===== src/rtl/usr_pkg.sv =====
// Package: shared mode encoding for the universal shift register.
// Assumes the two-bit mode field is decoded exactly as listed here.
package usr_pkg;

    typedef enum logic [1:0] {
        MODE_HOLD  = 2'b00,
        MODE_RIGHT = 2'b01,
        MODE_LEFT  = 2'b10,
        MODE_LOAD  = 2'b11
    } usr_mode_e;

endpackage


===== src/rtl/usr_cell.sv =====
// Module: usr_cell
// Next-state selector for one bit position. Picks between its own bit,
// the lower neighbour, the upper neighbour and the parallel bit.
// Assumes the caller supplies the serial inputs at the word ends.
module usr_cell
    import usr_pkg::*;
(
    input  usr_mode_e mode,
    input  logic      cur_bit,
    input  logic      from_lower,
    input  logic      from_upper,
    input  logic      load_bit,
    output logic      next_bit
);

    // Four-way select of the next value for this position.
    always_comb begin
        case (mode)
            MODE_HOLD:  next_bit = cur_bit;
            MODE_RIGHT: next_bit = from_lower;
            MODE_LEFT:  next_bit = from_upper;
            MODE_LOAD:  next_bit = load_bit;
            default:    next_bit = cur_bit;
        endcase
    end

endmodule


===== src/rtl/usr_reg.sv =====
// Module: usr_reg
// Flop bank holding the register word with a synchronous active-low clear.
// Assumes the clear has priority over the supplied next value.
module usr_reg #(
    parameter int WIDTH = 4
) (
    input  logic             clk,
    input  logic             clr_n,
    input  logic [WIDTH-1:0] d,
    output logic [WIDTH-1:0] q
);

    // Capture the next word, or zero it when clear is low.
    always_ff @(posedge clk) begin
        if (!clr_n) begin
            q <= '0;
        end else begin
            q <= d;
        end
    end

endmodule


===== src/rtl/usr_shift4.sv =====
// Module: usr_shift4
// Universal shift register: hold, shift toward MSB, shift toward LSB or
// parallel load, one operation per rising edge. Bit 0 is the LSB.
// Assumes a single clock domain and WIDTH of at least 2.
module usr_shift4
    import usr_pkg::*;
#(
    parameter int WIDTH = 4
) (
    input  logic             clk,
    input  logic             clr_n,
    input  logic [1:0]       mode,
    input  logic             ser_right_in,
    input  logic             ser_left_in,
    input  logic [WIDTH-1:0] par_in,
    output logic [WIDTH-1:0] q
);

    localparam int MSB = WIDTH - 1;

    usr_mode_e        mode_e;
    logic [WIDTH-1:0] lower_src;
    logic [WIDTH-1:0] upper_src;
    logic [WIDTH-1:0] next_q;

    // Convert the raw mode field to the shared enum.
    always_comb begin
        mode_e = usr_mode_e'(mode);
    end

    // Neighbour wiring, with serial inputs entering at the two ends.
    always_comb begin
        lower_src = {q[MSB-1:0], ser_right_in};
        upper_src = {ser_left_in, q[MSB:1]};
    end

    genvar gi;
    generate
        for (gi = 0; gi < WIDTH; gi++) begin : g_cell
            usr_cell u_cell (
                .mode       (mode_e),
                .cur_bit    (q[gi]),
                .from_lower (lower_src[gi]),
                .from_upper (upper_src[gi]),
                .load_bit   (par_in[gi]),
                .next_bit   (next_q[gi])
            );
        end
    endgenerate

    usr_reg #(.WIDTH(WIDTH)) u_reg (
        .clk   (clk),
        .clr_n (clr_n),
        .d     (next_q),
        .q     (q)
    );

endmodule


===== config.mk =====
export PLATFORM = sky130hd
export DESIGN_NAME = usr_shift4
export DESIGN_NICKNAME = d
export VERILOG_FILES = /design/src/rtl/usr_pkg.sv /design/src/rtl/usr_cell.sv /design/src/rtl/usr_reg.sv /design/src/rtl/usr_shift4.sv
export SDC_FILE = /design/constraint.sdc
export NUM_CORES = 1
export LEC_CHECK = 0
export ABC_AREA = 0
export ABC_CLOCK_PERIOD_IN_PS = 1200
export BUFFER_PORTS_ARGS = -buffer_cell sky130_fd_sc_hd__buf_2
export CAP_MARGIN = 20
export CORE_AREA = 5 5 42 44
export DETAILED_ROUTE_END_ITERATION = 12
export DIE_AREA = 0 0 47 49
export SKIP_LAST_GASP = 1
export SYNTH_ARGS = -nofsm -noshare
export SYNTH_HDL_FRONTEND = slang
export SYNTH_SLANG_ARGS = --single-unit

===== constraint.sdc =====
create_clock -name clk -period 1.2 [get_ports clk]
set_input_delay 0 -clock clk [delete_from_list [all_inputs] [get_ports clk]]
set_output_delay 0 -clock clk [all_outputs]
set_load 0.05 [all_outputs]

==> results of run 1 <==
metal layers:
metal	vias up	wire length, µm
li1	102	-
met1	97	205
met2	6	295
met3	2	46
met4	0	11
met5	-	0
stage by stage:
stage | util | instance area (µm²) | power (mW)
2_1_floorplan | - | 236 | 0.227
3_3_place_gp | 0.200 | 280 | 0.239
3_5_place_dp | 0.200 | 280 | 0.240
4_1_cts | 0.216 | 303 | 0.419
5_1_grt | 0.216 | 303 | 0.438
6_report | 0.216 | 303 | 0.410
layout make-up:
class                   instances  area (µm²)  share of cell area
clock buffers                   3        22.5              0.0744
repair buffers                 13        65.1               0.215
flip-flops and latches          4        80.1               0.264
multi-input cells              14         115               0.380
well taps                      16        20.0              0.0661
worst reg2reg max path, cell delays in order, from the launching register on:
cell and delay [ps]:
dfxtp_1 370, mux2i_1 90, o22ai_1 150
logic make-up (layout without fill, tap and decap cells):
logic type             after synthesis  after routing  share of synthesized area
and+or+nand+nor                      2              2                     0.0423
DFF                                  4              4                      0.339
buffers and inverters                5             16                      0.175
AOI/OAI and AO/OA                    4              4                      0.106
muxes                                8              8                      0.339
power by group through the flow:
stage / Clock (mW) / Sequential [mW] / Combinational (mW)
3_5_place_dp: 0 / 0.152 / 0.0882
5_1_grt: 0.193 / 0.151 / 0.0940
4_1_cts: 0.181 / 0.150 / 0.0882
3_3_place_gp: 0 / 0.151 / 0.0877
6_report: 0.173 / 0.150 / 0.0869
2_1_floorplan: 0 / 0.150 / 0.0768
placed cells by master (no fill, tap or decap), drive strengths merged:
cell type and instances:
nand2b 1, mux2i 8, o22ai 4, clkbuf 3, buf 13, nand2 1, dfxtp 4
worst paths after layout:
kind / startpoint / to / cells past startpoint
max: u_reg.q[2]$_SDFFE_PN0P_ / q[2] / 1
min: par_in[1] / u_reg.q[1]$_SDFFE_PN0P_ / 3
max reg2reg: u_reg.q[1]$_SDFFE_PN0P_ / u_reg.q[0]$_SDFFE_PN0P_ / 2
min reg2reg: u_reg.q[3]$_SDFFE_PN0P_ / u_reg.q[3]$_SDFFE_PN0P_ / 2
==> flow_metrics.tcl, run 1 <==
set metrics [dict create \
    outcome "complete, no violations" \
    antenna_found_initial 0 \
    nets 46 \
    worstPathArrival_ps 900 \
    skew_ps 1.40 \
    die_h_um 49 \
    netlist_instances 23 \
    cp_max_fo 4 \
    netSwitchingFraction 0.298 \
    drc_errors 0 \
    postCtsSetupBuffers 0 \
    gr-usage-met3 0.0332 \
    track_usage 0.0613 \
    synth_area_um2 236 \
    power_frac_seq 0.366 \
    routed_wl_um 559 \
    period_share 0.749 \
    rsz0062_at_grt "no" \
    via_per_inst 4.14 \
    dr_total_vias 207 \
    dp.final_hpwl_um 440 \
    crit_chain "buf_2" \
    finalSetupViolCount 0 \
    path_buf_inv 1 \
    vdd.ir_drop.worst_mv 0.230 \
    synth.most_common_cell "mux2i_1" \
    whs_ps 33.8 \
    diodes 0 \
    slew_headroom 0.834 \
    gp_congestion 0.620 \
    clk_latency_ps 240 \
    met1_usage 0.0593 \
    synth_area_leader_cell "dfxtp_1" \
    intPower_mw 0.288 \
    r2r_setup_slack_ps 510 \
    grt_pass1_wl_um 890 \
    detail-route-antenna-nets 0 \
    grt_pass1_vias 220 \
    use_met2 0.0747 \
    boundaryPins 14 \
    core_um2 1400 \
    dieArea_um2 2300 \
    synthesis.nets 33 \
    ys_seq_area_frac 0.339 \
    power.density_nw_per_um2 1360 \
    hp-class "in2reg" \
    max_cap_viol_count 0 \
    synth_edf_count 0 \
    synth.top_cell.area_share 0.339 \
    dp.cells 47 \
    synthFlopType "dfxtp_1" \
    reg_top3 "u_reg.q (4)" \
    cts_buffers 3 \
    cts_hold_buf 0 \
    crit_path_max_incr_delay_ps 380 \
    p_leak_nw 0.156 \
    die_w_um 47 \
    gr-total-overflow 0 \
    syn_to_final_growth_pct 28.0 \
    yosys_warnings 0 \
    clkTransAtPathRegs_ps 40 \
    layout-drive-gt1-share 0.471 \
    comb_power_share 0.212 \
    synth_commonest_cells "mux2i_1, buf_4, dfxtp_1, o22ai_1" \
    critPathKind "reg2out" \
    clockBufferDepth 2 \
    synth_area_leaders "dfxtp_1, mux2i_1, buf_4" \
    p_sw_mw 0.122 \
    largest_register_ffs 4 \
    synth_seq_cells 4 \
    grt_most_used_layer "met4" \
    cts_sinks 4 \
    yosysUniqueCellTypes 7 \
    row_count 14 \
    fillers 170 \
    avgSynthCellArea_um2 10.3 \
    power_frac_clock 0.422 \
    grt_max_degree 9 \
    path_delay_family "flip-flops" \
    finalNonFillerCells 50 \
    setup-tns-final_ps 0 \
    end_kind "output pin" \
    initial_core_util 0.169 \
    cts_htree_levels 1 \
    fmax_mhz 1110 \
    worstMarginPinSlew_ps 251 \
    maxSlewViolCount 0 \
    synthArstFlopShare 0 \
    tritoncts "built" \
    place_ws_ps 514 \
    wl_per_cell_um 11.2 \
    period_needed_ps 899 \
    hold_viol 0 \
    crit_path_start_kind "flip-flop" \
    cts.repair.resized 0 \
    top_register "u_reg.q" \
    cp_slowest_cell "dfxtp_1" \
    drtIter0Drc 3 \
    port_buffers 13 \
    fin_ws_ps 301 \
    first_pass_iters 4 \
    root_buffer "clkbuf_4" \
    required_ps 1200 \
]
Note: power is estimated with default switching activity, not from simulation.
==> inputs of run 2 (changes only) <==
--- a/config.mk
+++ b/config.mk
@@ -6,7 +6,7 @@
 export NUM_CORES = 1
 export LEC_CHECK = 0
 export ABC_AREA = 0
-export ABC_CLOCK_PERIOD_IN_PS = 1200
+export ABC_CLOCK_PERIOD_IN_PS = 800
 export BUFFER_PORTS_ARGS = -buffer_cell sky130_fd_sc_hd__buf_2
 export CAP_MARGIN = 20
 export CORE_AREA = 5 5 42 44
==> constraint.sdc (replaced) <==
create_clock -name clk -period 0.8 [get_ports clk]
set_input_delay 0 -clock clk [delete_from_list [all_inputs] [get_ports clk]]
set_output_delay 0 -clock clk [all_outputs]
set_load 0.05 [all_outputs]
==> flow_metrics.tcl, run 2 (synthesized netlist as in run 1, its figures left out) <==
set metrics [dict create \
    outcome "complete, no violations" \
    grt_max_degree 9 \
    fillers 175 \
    clkTransAtPathRegs_ps 40 \
    netSwitchingFraction 0.280 \
    p_sw_mw 0.174 \
    layout-drive-gt1-share 0.500 \
    root_buffer "clkbuf_4" \
    crit_path_start_kind "flip-flop" \
    reg2regPathDepth 2 \
    whs_endpoint "u_reg.q[1]$_SDFFE_PN0P_" \
    cp_slowest_cell "dfxtp_1" \
    drc_errors 0 \
    row_count 14 \
    tritoncts "built" \
    worstMarginPinSlew_ps 224 \
    final_common_cell "buf_2" \
    final_area_um2 329 \
    power_frac_seq 0.366 \
    end_kind "output pin" \
    power_frac_clock 0.398 \
    top_register "u_reg.q" \
    largest_register_ffs 4 \
    hp-class "in2reg" \
    dr_total_vias 196 \
    crit_path_max_incr_delay_ps 380 \
    cts_hold_buf 0 \
    first_pass_iters 1 \
    place_ws_ps 115 \
    grt_pass1_wl_um 717 \
    cts_htree_levels 1 \
    path_delay_family "flip-flops" \
    port_buffers 13 \
    rsz0062_at_grt "yes" \
    boundaryPins 14 \
    cts_sinks 4 \
    cts_buffers 3 \
    track_usage 0.0480 \
    comb_power_share 0.236 \
    die_w_um 47 \
    syn_to_final_growth_pct 39.2 \
    r2r_setup_slack_ps 100 \
    intPower_mw 0.447 \
    placed_area_um2 280 \
    reg_top3 "u_reg.q (4)" \
    gp_congestion 0.577 \
    whs_ps 45.2 \
    skew_ps 0.239 \
    holdPathStages 3 \
    fmax_mhz 1270 \
    clockBufferDepth 2 \
    hp-start "par_in[1]" \
    hold_viol 0 \
    worstPathArrival_ps 790 \
    slew_headroom 0.851 \
    path_buf_inv 1 \
    power.density_nw_per_um2 1890 \
    period_share 0.984 \
    clk_latency_ps 230 \
    grt_pass1_vias 205 \
    power_mw 0.621 \
    initial_core_util 0.169 \
    postCtsSetupBuffers 0 \
    vdd.ir_drop.worst_mv 0.435 \
    critPathKind "reg2out" \
    diodes 0 \
    p_leak_nw 0.160 \
    rr_endpoint "u_reg.q[0]$_SDFFE_PN0P_" \
    dieArea_um2 2300 \
    detail-route-antenna-nets 0 \
    finalSetupViolCount 0 \
    drtIter0Drc 0 \
    max_cap_viol_count 0 \
    die_h_um 49 \
    core_um2 1400 \
    nets 46 \
    via_per_inst 3.92 \
    cp_max_fo 4 \
    finalNonFillerCells 50 \
    gr-total-overflow 0 \
    dp.cells 47 \
    reg2reg_from "u_reg.q[1]$_SDFFE_PN0P_" \
    period_needed_ps 787 \
    antenna_found_initial 0 \
    maxSlewViolCount 0 \
    final_cell_mix "buf_2, mux2i_1, o22ai_1, buf_6" \
    required_ps 800 \
    routed_wl_um 509 \
    wl_per_cell_um 10.2 \
    crit_chain "buf_6" \
    fin_ws_ps 12.7 \
]
[run 2: changes by cell type in the layout (fill, tap and decap cells not counted)]
cell,change
buf_2,-4
buf_6,+4
dfxtp_1,-1
dfxtp_2,+1
[run 2: layer usage]
layer,up-vias,global-route usage,share of wire
li1,102,-,-
met1,88,0.0486,0.37
met2,6,0.0633,0.54
met3,0,0.0332,0.090
met4,0,0.0415,0
met5,-,0,0
[run 2: worst max-delay path by stage]
stage                                       start                      end  slack (ps)  cells past startpoint
after floorplan           u_reg.q[1]$_SDFFE_PN0P_  u_reg.q[1]$_SDFFE_PN0P_         170                      2
after global placement                    mode[0]  u_reg.q[3]$_SDFFE_PN0P_         130                      3
after detailed placement                  mode[0]  u_reg.q[3]$_SDFFE_PN0P_         110                      3
after CTS                 u_reg.q[1]$_SDFFE_PN0P_                     q[1]         -30                      1
after global routing      u_reg.q[1]$_SDFFE_PN0P_                     q[1]         -20                      1
final                     u_reg.q[1]$_SDFFE_PN0P_                     q[1]          10                      1
[run 2: power groups by stage]
stage | Sequential, mW | Combinational (mW) | Clock [mW]
finish | 0.227 | 0.146 | 0.247
CTS | 0.225 | 0.142 | 0.261
global placement | 0.227 | 0.131 | 0
global route | 0.230 | 0.156 | 0.268
detailed placement | 0.227 | 0.133 | 0
floorplan | 0.225 | 0.115 | 0
[run 2: final cells by class]
cell class	instances	area (µm²)	share of cell area
Clock buffer	3	22.5	0.0684
Sequential cell	4	81.3	0.247
Timing Repair Buffer	13	90.1	0.274
Multi-Input combinational cell	14	115	0.350
Tap cell	16	20.0	0.0608
[run 2: metrics by stage]
step,util,TNS [ps]
final,0.235,0
after CTS,0.226,-25.2
after global routing,0.235,-19.5
after global placement,0.200,0
after floorplan,-,0
after detailed placement,0.200,0
[run 2: tightest hold or removal path, delay by kind of cell]
family	cells	cell delay, ps
buffers and inverters	1	80
multiplexers	1	60
AO/OA/AOI/OAI	1	90
[run 2: repair_timing]
| item | CTS | global route |
|---|---|---|
| setup endpoints to repair | 4 | 4 |
| pin swaps | 0 | 0 |
| gates resized for setup | 5 | 4 |
